==> src/rtl/intr_agg_pkg.sv <==
package intr_agg_pkg;

   // Register selected by the current byte address
   typedef enum logic [2:0] {
      SEL_NONE = 3'd0,
      SEL_GIE  = 3'd1,
      SEL_STAT = 3'd2,
      SEL_EN   = 3'd3,
      SEL_RST  = 3'd4
   } reg_sel_e;

   // Source positions; the order sets the bit position in status and enable
   localparam int SRC_ARB_LOST   = 0;
   localparam int SRC_TX_ERR     = 1;
   localparam int SRC_TX_EMPTY   = 2;
   localparam int SRC_RX_LEVEL   = 3;
   localparam int SRC_BUS_IDLE   = 4;
   localparam int SRC_TGT_SEL    = 5;
   localparam int SRC_TGT_DESEL  = 6;
   localparam int SRC_TX_HALF    = 7;

endpackage

==> src/rtl/intr_reg_decode.sv <==
module intr_reg_decode
   import intr_agg_pkg::*;
#(
   parameter int ADDR_W   = 8,
   parameter int OFS_GIE  = 'h1C,
   parameter int OFS_STAT = 'h20,
   parameter int OFS_EN   = 'h28,
   parameter int OFS_RST  = 'h40
) (
   input  logic [ADDR_W-1:0] addr,
   output reg_sel_e          sel
);

   localparam logic [ADDR_W-1:0] A_GIE  = OFS_GIE[ADDR_W-1:0];
   localparam logic [ADDR_W-1:0] A_STAT = OFS_STAT[ADDR_W-1:0];
   localparam logic [ADDR_W-1:0] A_EN   = OFS_EN[ADDR_W-1:0];
   localparam logic [ADDR_W-1:0] A_RST  = OFS_RST[ADDR_W-1:0];

   always_comb begin
      sel = SEL_NONE;
      if (addr == A_GIE)       sel = SEL_GIE;
      else if (addr == A_STAT) sel = SEL_STAT;
      else if (addr == A_EN)   sel = SEL_EN;
      else if (addr == A_RST)  sel = SEL_RST;
   end

endmodule

==> src/rtl/intr_status_bank.sv <==
module intr_status_bank #(
   parameter int N_SRC = 8
) (
   input  logic             clk,
   input  logic             rst_n,
   input  logic             clr_all,
   input  logic [N_SRC-1:0] evt,
   input  logic             clr_we,
   input  logic [N_SRC-1:0] clr_mask,
   output logic [N_SRC-1:0] stat_q
);

   for (genvar i = 0; i < N_SRC; i++) begin : g_bit
      logic bit_q;
      always_ff @(posedge clk or negedge rst_n) begin
         if (!rst_n)                     bit_q <= 1'b0;
         else if (clr_all)               bit_q <= 1'b0;
         else if (evt[i])                bit_q <= 1'b1;   // event beats clear
         else if (clr_we && clr_mask[i]) bit_q <= 1'b0;
      end
      assign stat_q[i] = bit_q;
   end

endmodule

==> src/rtl/intr_soft_reset.sv <==
module intr_soft_reset #(
   parameter int                DATA_W     = 32,
   parameter int                RST_CYCLES = 16,
   parameter logic [DATA_W-1:0] RST_KEY    = 'hA
) (
   input  logic              clk,
   input  logic              rst_n,
   input  logic              wr_stb,
   input  logic [DATA_W-1:0] wr_data,
   output logic              key_hit,
   output logic              core_rst,
   output logic              key_err
);

   localparam int CNT_W = $clog2(RST_CYCLES + 1);
   localparam logic [CNT_W-1:0] CNT_LOAD = CNT_W'(RST_CYCLES);

   logic [CNT_W-1:0] cnt_q;
   logic             err_q;
   logic             bad_key;

   assign core_rst = (cnt_q != '0);
   assign key_hit  = wr_stb && !core_rst && (wr_data == RST_KEY);
   assign bad_key  = wr_stb && !core_rst && (wr_data != RST_KEY);

   always_ff @(posedge clk or negedge rst_n) begin
      if (!rst_n)            cnt_q <= '0;
      else if (key_hit)      cnt_q <= CNT_LOAD;
      else if (cnt_q != '0)  cnt_q <= cnt_q - 1'b1;
   end

   always_ff @(posedge clk or negedge rst_n) begin
      if (!rst_n) err_q <= 1'b0;
      else        err_q <= bad_key;
   end

   assign key_err = err_q;

endmodule

==> src/rtl/intr_agg_unit.sv <==
module intr_agg_unit
   import intr_agg_pkg::*;
#(
   parameter int                N_SRC      = 8,
   parameter int                DATA_W     = 32,
   parameter int                ADDR_W     = 8,
   parameter int                GIE_BIT    = 31,
   parameter int                RST_CYCLES = 16,
   parameter logic [DATA_W-1:0] RST_KEY    = 'hA,
   parameter int                OFS_GIE    = 'h1C,
   parameter int                OFS_STAT   = 'h20,
   parameter int                OFS_EN     = 'h28,
   parameter int                OFS_RST    = 'h40,
   parameter bit                REG_IRQ    = 1'b1
) (
   input  logic              clk,
   input  logic              rst_n,
   input  logic              wr_en,
   input  logic [ADDR_W-1:0] addr,
   input  logic [DATA_W-1:0] wr_data,
   output logic [DATA_W-1:0] rd_data,
   input  logic [N_SRC-1:0]  src_evt,
   output logic              irq_out,
   output logic              core_rst,
   output logic              key_err
);

   // elaboration-time parameter checks
   if (N_SRC < 1 || N_SRC > DATA_W) begin : g_chk_nsrc
      $error("N_SRC must lie in 1..DATA_W");
   end
   if (GIE_BIT < 0 || GIE_BIT >= DATA_W) begin : g_chk_gie
      $error("GIE_BIT outside the data word");
   end
   if (RST_CYCLES < 1) begin : g_chk_len
      $error("RST_CYCLES must be at least 1");
   end
   if ((1 << ADDR_W) <= OFS_RST || (1 << ADDR_W) <= OFS_EN) begin : g_chk_addr
      $error("ADDR_W too narrow for the register offsets");
   end

   reg_sel_e         sel;
   logic             wr_ok;
   logic             key_hit;
   logic             clr_all;
   logic [N_SRC-1:0] stat_q;
   logic [N_SRC-1:0] en_q;
   logic             gie_q;
   logic             irq_any;

   intr_reg_decode #(
      .ADDR_W   (ADDR_W),
      .OFS_GIE  (OFS_GIE),
      .OFS_STAT (OFS_STAT),
      .OFS_EN   (OFS_EN),
      .OFS_RST  (OFS_RST)
   ) u_dec (
      .addr (addr),
      .sel  (sel)
   );

   intr_soft_reset #(
      .DATA_W     (DATA_W),
      .RST_CYCLES (RST_CYCLES),
      .RST_KEY    (RST_KEY)
   ) u_srst (
      .clk      (clk),
      .rst_n    (rst_n),
      .wr_stb   (wr_en && (sel == SEL_RST)),
      .wr_data  (wr_data),
      .key_hit  (key_hit),
      .core_rst (core_rst),
      .key_err  (key_err)
   );

   assign wr_ok   = wr_en && !core_rst;
   assign clr_all = key_hit || core_rst;

   intr_status_bank #(
      .N_SRC (N_SRC)
   ) u_stat (
      .clk      (clk),
      .rst_n    (rst_n),
      .clr_all  (clr_all),
      .evt      (src_evt),
      .clr_we   (wr_ok && (sel == SEL_STAT)),
      .clr_mask (wr_data[N_SRC-1:0]),
      .stat_q   (stat_q)
   );

   always_ff @(posedge clk or negedge rst_n) begin
      if (!rst_n)                        en_q <= '0;
      else if (clr_all)                  en_q <= '0;
      else if (wr_ok && sel == SEL_EN)   en_q <= wr_data[N_SRC-1:0];
   end

   always_ff @(posedge clk or negedge rst_n) begin
      if (!rst_n)                        gie_q <= 1'b0;
      else if (clr_all)                  gie_q <= 1'b0;
      else if (wr_ok && sel == SEL_GIE)  gie_q <= wr_data[GIE_BIT];
   end

   assign irq_any = gie_q && (|(stat_q & en_q));

   if (REG_IRQ) begin : g_irq_reg
      logic irq_q;
      always_ff @(posedge clk or negedge rst_n) begin
         if (!rst_n)       irq_q <= 1'b0;
         else if (clr_all) irq_q <= 1'b0;
         else              irq_q <= irq_any;
      end
      assign irq_out = irq_q;
   end else begin : g_irq_comb
      assign irq_out = irq_any;
   end

   always_comb begin
      rd_data = '0;
      case (sel)
         SEL_GIE:  rd_data[GIE_BIT]     = gie_q;
         SEL_STAT: rd_data[N_SRC-1:0]   = stat_q;
         SEL_EN:   rd_data[N_SRC-1:0]   = en_q;
         default:  rd_data              = '0;
      endcase
   end

endmodule

==> config.mk <==
export PLATFORM = sky130hd
export DESIGN_NAME = intr_agg_unit
export DESIGN_NICKNAME = d
export VERILOG_FILES = /design/src/rtl/intr_agg_pkg.sv /design/src/rtl/intr_reg_decode.sv /design/src/rtl/intr_status_bank.sv /design/src/rtl/intr_soft_reset.sv /design/src/rtl/intr_agg_unit.sv
export SDC_FILE = /design/constraint.sdc
export NUM_CORES = 1
export LEC_CHECK = 0
export ABC_CLOCK_PERIOD_IN_PS = 4250
export BUFFER_PORTS_ARGS = -buffer_cell sky130_fd_sc_hd__buf_2
export CORE_MARGIN = 2
export CORE_UTILIZATION = 49
export CTS_CLUSTER_SIZE = 30
export DETAILED_ROUTE_END_ITERATION = 16
export GPL_TIMING_DRIVEN = 0
export PLACE_DENSITY = 0.9
export SLEW_MARGIN = 20
export SYNTH_ARGS = -nofsm -noshare
export SYNTH_HDL_FRONTEND = slang
export SYNTH_HIERARCHICAL = 1
export SYNTH_SLANG_ARGS = --single-unit
==> constraint.sdc <==
create_clock -name clk -period 4.25 [get_ports clk]
set_clock_uncertainty 0.05 [all_clocks]
set_input_delay 0.85 -clock clk [delete_from_list [all_inputs] [get_ports clk]]
set_output_delay 0.85 -clock clk [all_outputs]
set_load 0.05 [all_outputs]
==> results of run 1 <==
==> worst max-delay path, delay by kind of cell <==
family / cells / cell delay, ns
AOI/OAI and AO/OA: 1 / 0.25
buffers and inverters: 3 / 0.65
and+or+nand+nor: 2 / 0.54
==> cell usage after synthesis, types with 2 or more instances <==
| cell | number |
|---|---|
| buf_6 | 2 |
| nor3_1 | 3 |
| a311oi_2 | 3 |
| a311oi_1 | 6 |
| nor2_1 | 20 |
| nand2_1 | 18 |
| nor4b_1 | 3 |
| inv_1 | 13 |
| mux2i_1 | 9 |
| buf_2 | 2 |
| nand4_1 | 2 |
| buf_4 | 33 |
| nor4_1 | 7 |
| dfrtp_1 | 24 |
| a22oi_1 | 2 |
| a21oi_1 | 8 |
==> worst max path at each step <==
| stage | startpoint | to | slack (ns) |
|---|---|---|---|
| 2_1_floorplan | addr[1] | rd_data[31] | 0.17 |
| 3_3_place_gp | addr[1] | rd_data[31] | 1.05 |
| 3_5_place_dp | addr[5] | u_stat/g_bit[3].bit_q | 1.03 |
| 4_1_cts | addr[1] | rd_data[31] | 1.07 |
| 5_1_grt | addr[1] | rd_data[31] | 0.94 |
| 6_report | addr[1] | rd_data[31] | 1.05 |
==> per-layer routing <==
metal	vias to the layer above	global-route usage [%]	part of all wire [%]
met5	-	0	0
met4	0	7.78	1.9
met3	6	3.08	6.8
met2	59	33.0	49
met1	722	22.4	42
li1	765	-	-
==> sequential cells by signal, summed over array words and instances (netlist names) <==
name	cells
irq_out	1
en_q	8
gie_q	1
u_stat/g_bit.bit_q	8
u_srst/cnt_q	5
u_srst/key_err	1
==> power breakdown <==
| part | switching (mW) | internal (mW) |
|---|---|---|
| logic | 0.0688 | 0.0358 |
| clock network | 0.0690 | 0.0525 |
| registers | 0.000377 | 0.229 |
==> cells in the final DEF, fill, tap and decap left out, drive strengths merged, types with 2 or more instances in the layout <==
cell	instances
a22oi	2
nand4	2
inv	13
nor2	21
nor4	8
mux2i	9
clkbuf	4
dfrtp	24
nor3	3
a311oi	9
buf	99
a21oi	8
conb	23
nor4b	4
nand2	18
==> kinds of logic after synthesis <==
group                      Yosys count  synth area share, %
and+or+nand+nor                     68                 23.4
buffers and inverters               50                 19.7
AOI/OAI and AO/OA                   27                 13.2
DFF                                 24                 36.0
muxes                               10                 6.08
adders and majority gates            1                0.751
other                                1                0.225
xor gates and xnor gates             1                0.526
==> final cells by class <==
type,count,area [µm²]
Timing Repair Buffer,62,310
Buffer,37,280
Clock buffer,4,36.3
Tap cell,46,57.6
Fill cell,292,1160
Multi-Input combinational cell,130,820
Sequential cell,24,601
Inverter,13,48.8
==> impl_metrics.toml, run 1 <==
[status]
run_status = "finished, final reports clean"

[setup_path]
cp_slowest_cell = "buf_2"
r2r_end = "u_stat/g_bit[3].bit_q"
crit_fanout = 10
worst_ep_arrival_time_ns = 2.30
path_cells = "buf_2 -> nor4_2 -> o211a_1 -> buf_4 -> nor4b_1 -> buf_2"
rrSetupSlack_ns = 1.90
r2r_cells = 9
endpoint_kind = "primary output"
cp-start-kind = "primary input"
slowest_delay_ns = 0.31
critPathMostFrequentCell = "buf_2"
worst_ep_required_time_ns = 3.35
critical_path_class = "primary input to primary output"
rr_startpoint = "u_srst/cnt_q[0]"

[floorplanning]
die_width_um = 62.3
ios = 86
fp.dieH_um = 62.3
core-area_um2 = 3310
rows = 21
start_util_pct = 50.3
die_area_um2 = 3880

[placed_design]
dp_hpwl_um = 2970
placed_area_um2 = 2120
place_inst = 312
place_ws_ns = 1.03
portBuffers = 62
place_congestion = 0.853

[clock_tree]
cts_sinks = 24
post-cts-setup-buffer-count = 0
cts_buffers = 3
clockBufferDepth = 2
clock-root-buffer = "clkbuf_4"
clkTransAtPathRegs_ns = 0.13
tritoncts = "yes"
cts_resized = 0
h-tree-depth = 1
hold_buffers = 0
insertion_delay_ns = 0.32

[detailed_routing]
dr_total_vias = 1552
dr.pass1.iters = 4
antenna_left = 0
drt_iter0_markers = 45
wl_per_cell_um = 11.6
drt-total-wl_um = 3670
vias_per_cell = 4.91
drc = 0

[sta]
fmax_ghz = 0.312
final-hold-violation-count = 0
worst_slew_pin_slew_ns = 0.595
rsz0062_at_grt = "false"
final_max_slew_viol_count = 0
fin_crit_ns = 3.20
layout_setup_ws_ns = 1.05
holdWs_ns = 0.435
final.setup.tns_ns = 0
post-route-period-util_pct = 75.4
final-setup-viol-count = 0
slew-limit-headroom_pct = 59.8

[logic_synthesis]
ys_seq_area_share_pct = 36.0
synth_top_area_cell = "dfrtp_1"
synth.distinct_cells = 43
avgSynthCellArea_um2 = 9.16
netlist_instances = 182
synth_edf_count = 0
async_flop_share_pct = 100
ys.flop_type = "dfrtp_1"
synth_top_cells_by_area = "dfrtp_1, buf_4, mux2i_1"
yosys.area.top_type_share_pct = 36.0
synth_area_um2 = 1670
ys_ff_latch = 24
ys_warn_count = 6

[cells_and_area]
post_route_cells_drive_above_1_share_pct = 43.0
stdcell_count = 316
final_area_um2 = 2150
syn2layout_area_growth_pct = 29.2
fin_nets = 323
antenna_cells = 0
final_core_util_pct = 65.0

[grt]
grt_pass1_wl_um = 5930
grt_pass1_vias = 1378
grt_remaining_overflow = 0
antenna_found_initial = 0
grt_max_degree = 25
grt_usage_pct = 18.6

[pwr]
pwr_density_cell_nw_per_um2 = 212
total_power_mw = 0.456
p_leak_nw = 1.14
vdd.ir_drop.worst_mv = 0.142

[run]
drv_cap = 0

[hold_path]
hp-class = "primary input to asynchronous set/reset pin"
(Power assumes the default switching activity.)
==> inputs of run 2 (changes only) <==
Settings changed: ABC_AREA set to 1, ABC_CLOCK_PERIOD_IN_PS 4250 to 2800, CORE_UTILIZATION 49 to 42, PLACE_DENSITY 0.9 to 0.8.
Clock period 4.25 ns to 2.8 ns, I/O delays scaled along.
==> run 2 against run 1 <==
  * Sequential power rose by 53%
  * Cell count rose by 30%
  * Hold slack got worse by 0.23 ns
  * Register-to-register slack got worse by 1.1 ns
  * Highest routed layer unchanged
  * Cell area rose by 9.8%
  * Sequential share of layout area fell by 2.5 points
  * Combinational power rose by 64%
  * Global-route usage fell by 1.9 points
==> impl_metrics.toml, run 2 <==
[status]
run_status = "finished, final reports clean"

[sta]
worst_slew_pin_slew_ns = 0.529
slew-limit-headroom_pct = 64.8
fin_crit_ns = 2.68
final.setup.tns_ns = 0
final_max_slew_viol_count = 0
holdWs_ns = 0.207
final-setup-viol-count = 0
final-hold-violation-count = 0
post-route-period-util_pct = 95.6
fmax_ghz = 0.374

[clock_tree]
cts_sinks = 24
clock-root-buffer = "clkbuf_8"
clockBufferDepth = 2
hold_buffers = 0
post-cts-setup-buffer-count = 0
insertion_delay_ns = 0.27
h-tree-depth = 1
cts_buffers = 3
tritoncts = "yes"
clkTransAtPathRegs_ns = 0.08
cts_resized = 0

[cells_and_area]
fill_cells = 385
biggestRegsByFlops = "en_q x8, u_stat/g_bit.bit_q x8, u_srst/cnt_q x5"
fin_nets = 415
final_common_cell = "nand2_1"
post_route_cells_drive_above_1_share_pct = 30.9
final_cell_mix = "nand2_1, buf_2, inv_1"
syn2layout_area_growth_pct = 29.4
antenna_cells = 0
stdcell_count = 412

[pwr]
sw_frac_of_total_pct = 27.7
p_leak_nw = 1.49
vdd.ir_drop.worst_mv = 0.286
pwr-share-seq_pct = 42.3
pwr-share-comb_pct = 20.7
net-switching-power_mw = 0.230
pwr-share-clk_pct = 37.0
p_int_mw = 0.599
pwr_density_cell_nw_per_um2 = 350

[setup_path]
worst_ep_arrival_time_ns = 2.07
cp-start-kind = "primary input"
worst_ep_required_time_ns = 2.19
path_buf_inv = 3
critical_path_class = "primary input to primary output"
path_cells = "buf_2 -> inv_1 -> nand2_2 -> nor3_2 -> nand3_2 -> o22ai_1 -> buf_2"
cp_slowest_cell = "nor3_2"
critPathMostFrequentCell = "buf_2"
crit_fanout = 8
slowest_delay_ns = 0.43
crit_family = "simple AND/OR/NAND/NOR gates"
endpoint_kind = "primary output"

[logic_synthesis]
async_flop_share_pct = 100
synth.distinct_cells = 27
ys.flop_type = "dfrtp_1"
ys_seq_area_share_pct = 32.9
synth_area_um2 = 1830
yosys.area.top_type_share_pct = 32.9
synthMostInstantiatedCell = "nand2_1"
avgSynthCellArea_um2 = 6.67
ys_warn_count = 6
netlist_instances = 274
synth_top_cells_by_area = "dfrtp_1, nand2_1, buf_4"
ys_ff_latch = 24
synth_top_area_cell = "dfrtp_1"
synth_commonest_cells = "nand2_1, inv_1, buf_4"
synth_edf_count = 0

[detailed_routing]
drt-total-wl_um = 3910
wl_per_cell_um = 9.49
drc = 0
dr.pass1.iters = 4
antenna_left = 0
vias_per_cell = 4.26
dr_total_vias = 1755
drt_iter0_markers = 103

[placed_design]
portBuffers = 62
dp_hpwl_um = 3130
place_congestion = 0.856
place_inst = 408

[floorplanning]
die_area_um2 = 4890
fp.dieH_um = 70.0
die_width_um = 70.0
start_util_pct = 44.7
core-area_um2 = 4090
rows = 23
ios = 86

[grt]
grt_usage_pct = 16.7
grt_pass1_vias = 1628
grt_pass1_wl_um = 6760
grt_max_degree = 25
grt_remaining_overflow = 0
antenna_found_initial = 0

[run]
drv_cap = 0

[hold_path]
hp-class = "primary input to asynchronous set/reset pin"
==> run 2: kinds of logic (layout without fill, tap and decap cells) <==
kind of cell | count (synthesis) | after routing | synth area share, %
AOI/OAI and AO/OA | 20 | 20 | 6.16
xor gates and xnor gates | 1 | 1 | 0.480
adders and majority gates | 1 | 1 | 0.685
buffers and inverters | 94 | 160 | 25.8
DFF | 24 | 24 | 32.9
other | 1 | 23 | 0.205
and+or+nand+nor | 133 | 133 | 33.8
==> run 2: worst paths after layout <==
check                                     start                    end  slack (ns)  cells after the start
worst max-delay path                    addr[7]             rd_data[4]        0.12                      7
worst min-delay path                      rst_n         u_srst/key_err        0.21                      1
worst max register to register  u_srst/cnt_q[0]  u_stat/g_bit[0].bit_q        0.80                     10
worst min register to register  u_srst/cnt_q[4]        u_srst/cnt_q[4]        0.45                      2
max in group asynchronous                 rst_n                en_q[3]        2.14                      1
min in group clk                u_srst/cnt_q[4]        u_srst/cnt_q[4]        0.45                      2
==> run 2: layout make-up <==
class                   count  area [µm²]  area share (%)
plain buffers              34         246            10.4
multi-input cells         178         847            35.8
well taps                  50        62.6            2.65
clock buffers               3        41.3            1.75
inverters                  60         225            9.53
clock inverters             1        30.0            1.27
repair buffers             62         310            13.1
flip-flops and latches     24         601            25.4
==> run 2: per-layer routing <==
metal | routed length (µm) | vias to the layer above | part of all wire, % | GRT usage [%]
met4 | 87 | 0 | 2.2 | 6.84
met5 | 0 | - | 0 | 0
li1 | - | 942 | - | -
met1 | 1750 | 741 | 45 | 21.1
met2 | 1810 | 63 | 46 | 27.8
met3 | 262 | 9 | 6.7 | 3.32
==> run 2: power by group through the flow <==
stage	Combinational (mW)	Sequential, mW	Clock, mW
after global placement	0.169	0.357	0
after detailed placement	0.171	0.357	0
after floorplan	0.122	0.357	0
after global routing	0.188	0.350	0.319
final	0.172	0.350	0.306
after CTS	0.171	0.350	0.310
==> run 2: metrics by stage <==
step	power, mW	worst slack, ns	instance area, µm²	utilization (%)
after floorplan	0.478	0.0437	1910	-
after detailed placement	0.528	-0.00112	2290	56.0
after global routing	0.857	-0.0131	2360	57.8
after CTS	0.832	0.0164	2360	57.7
final	0.828	0.124	2360	57.8
after global placement	0.526	0.0201	2290	56.0
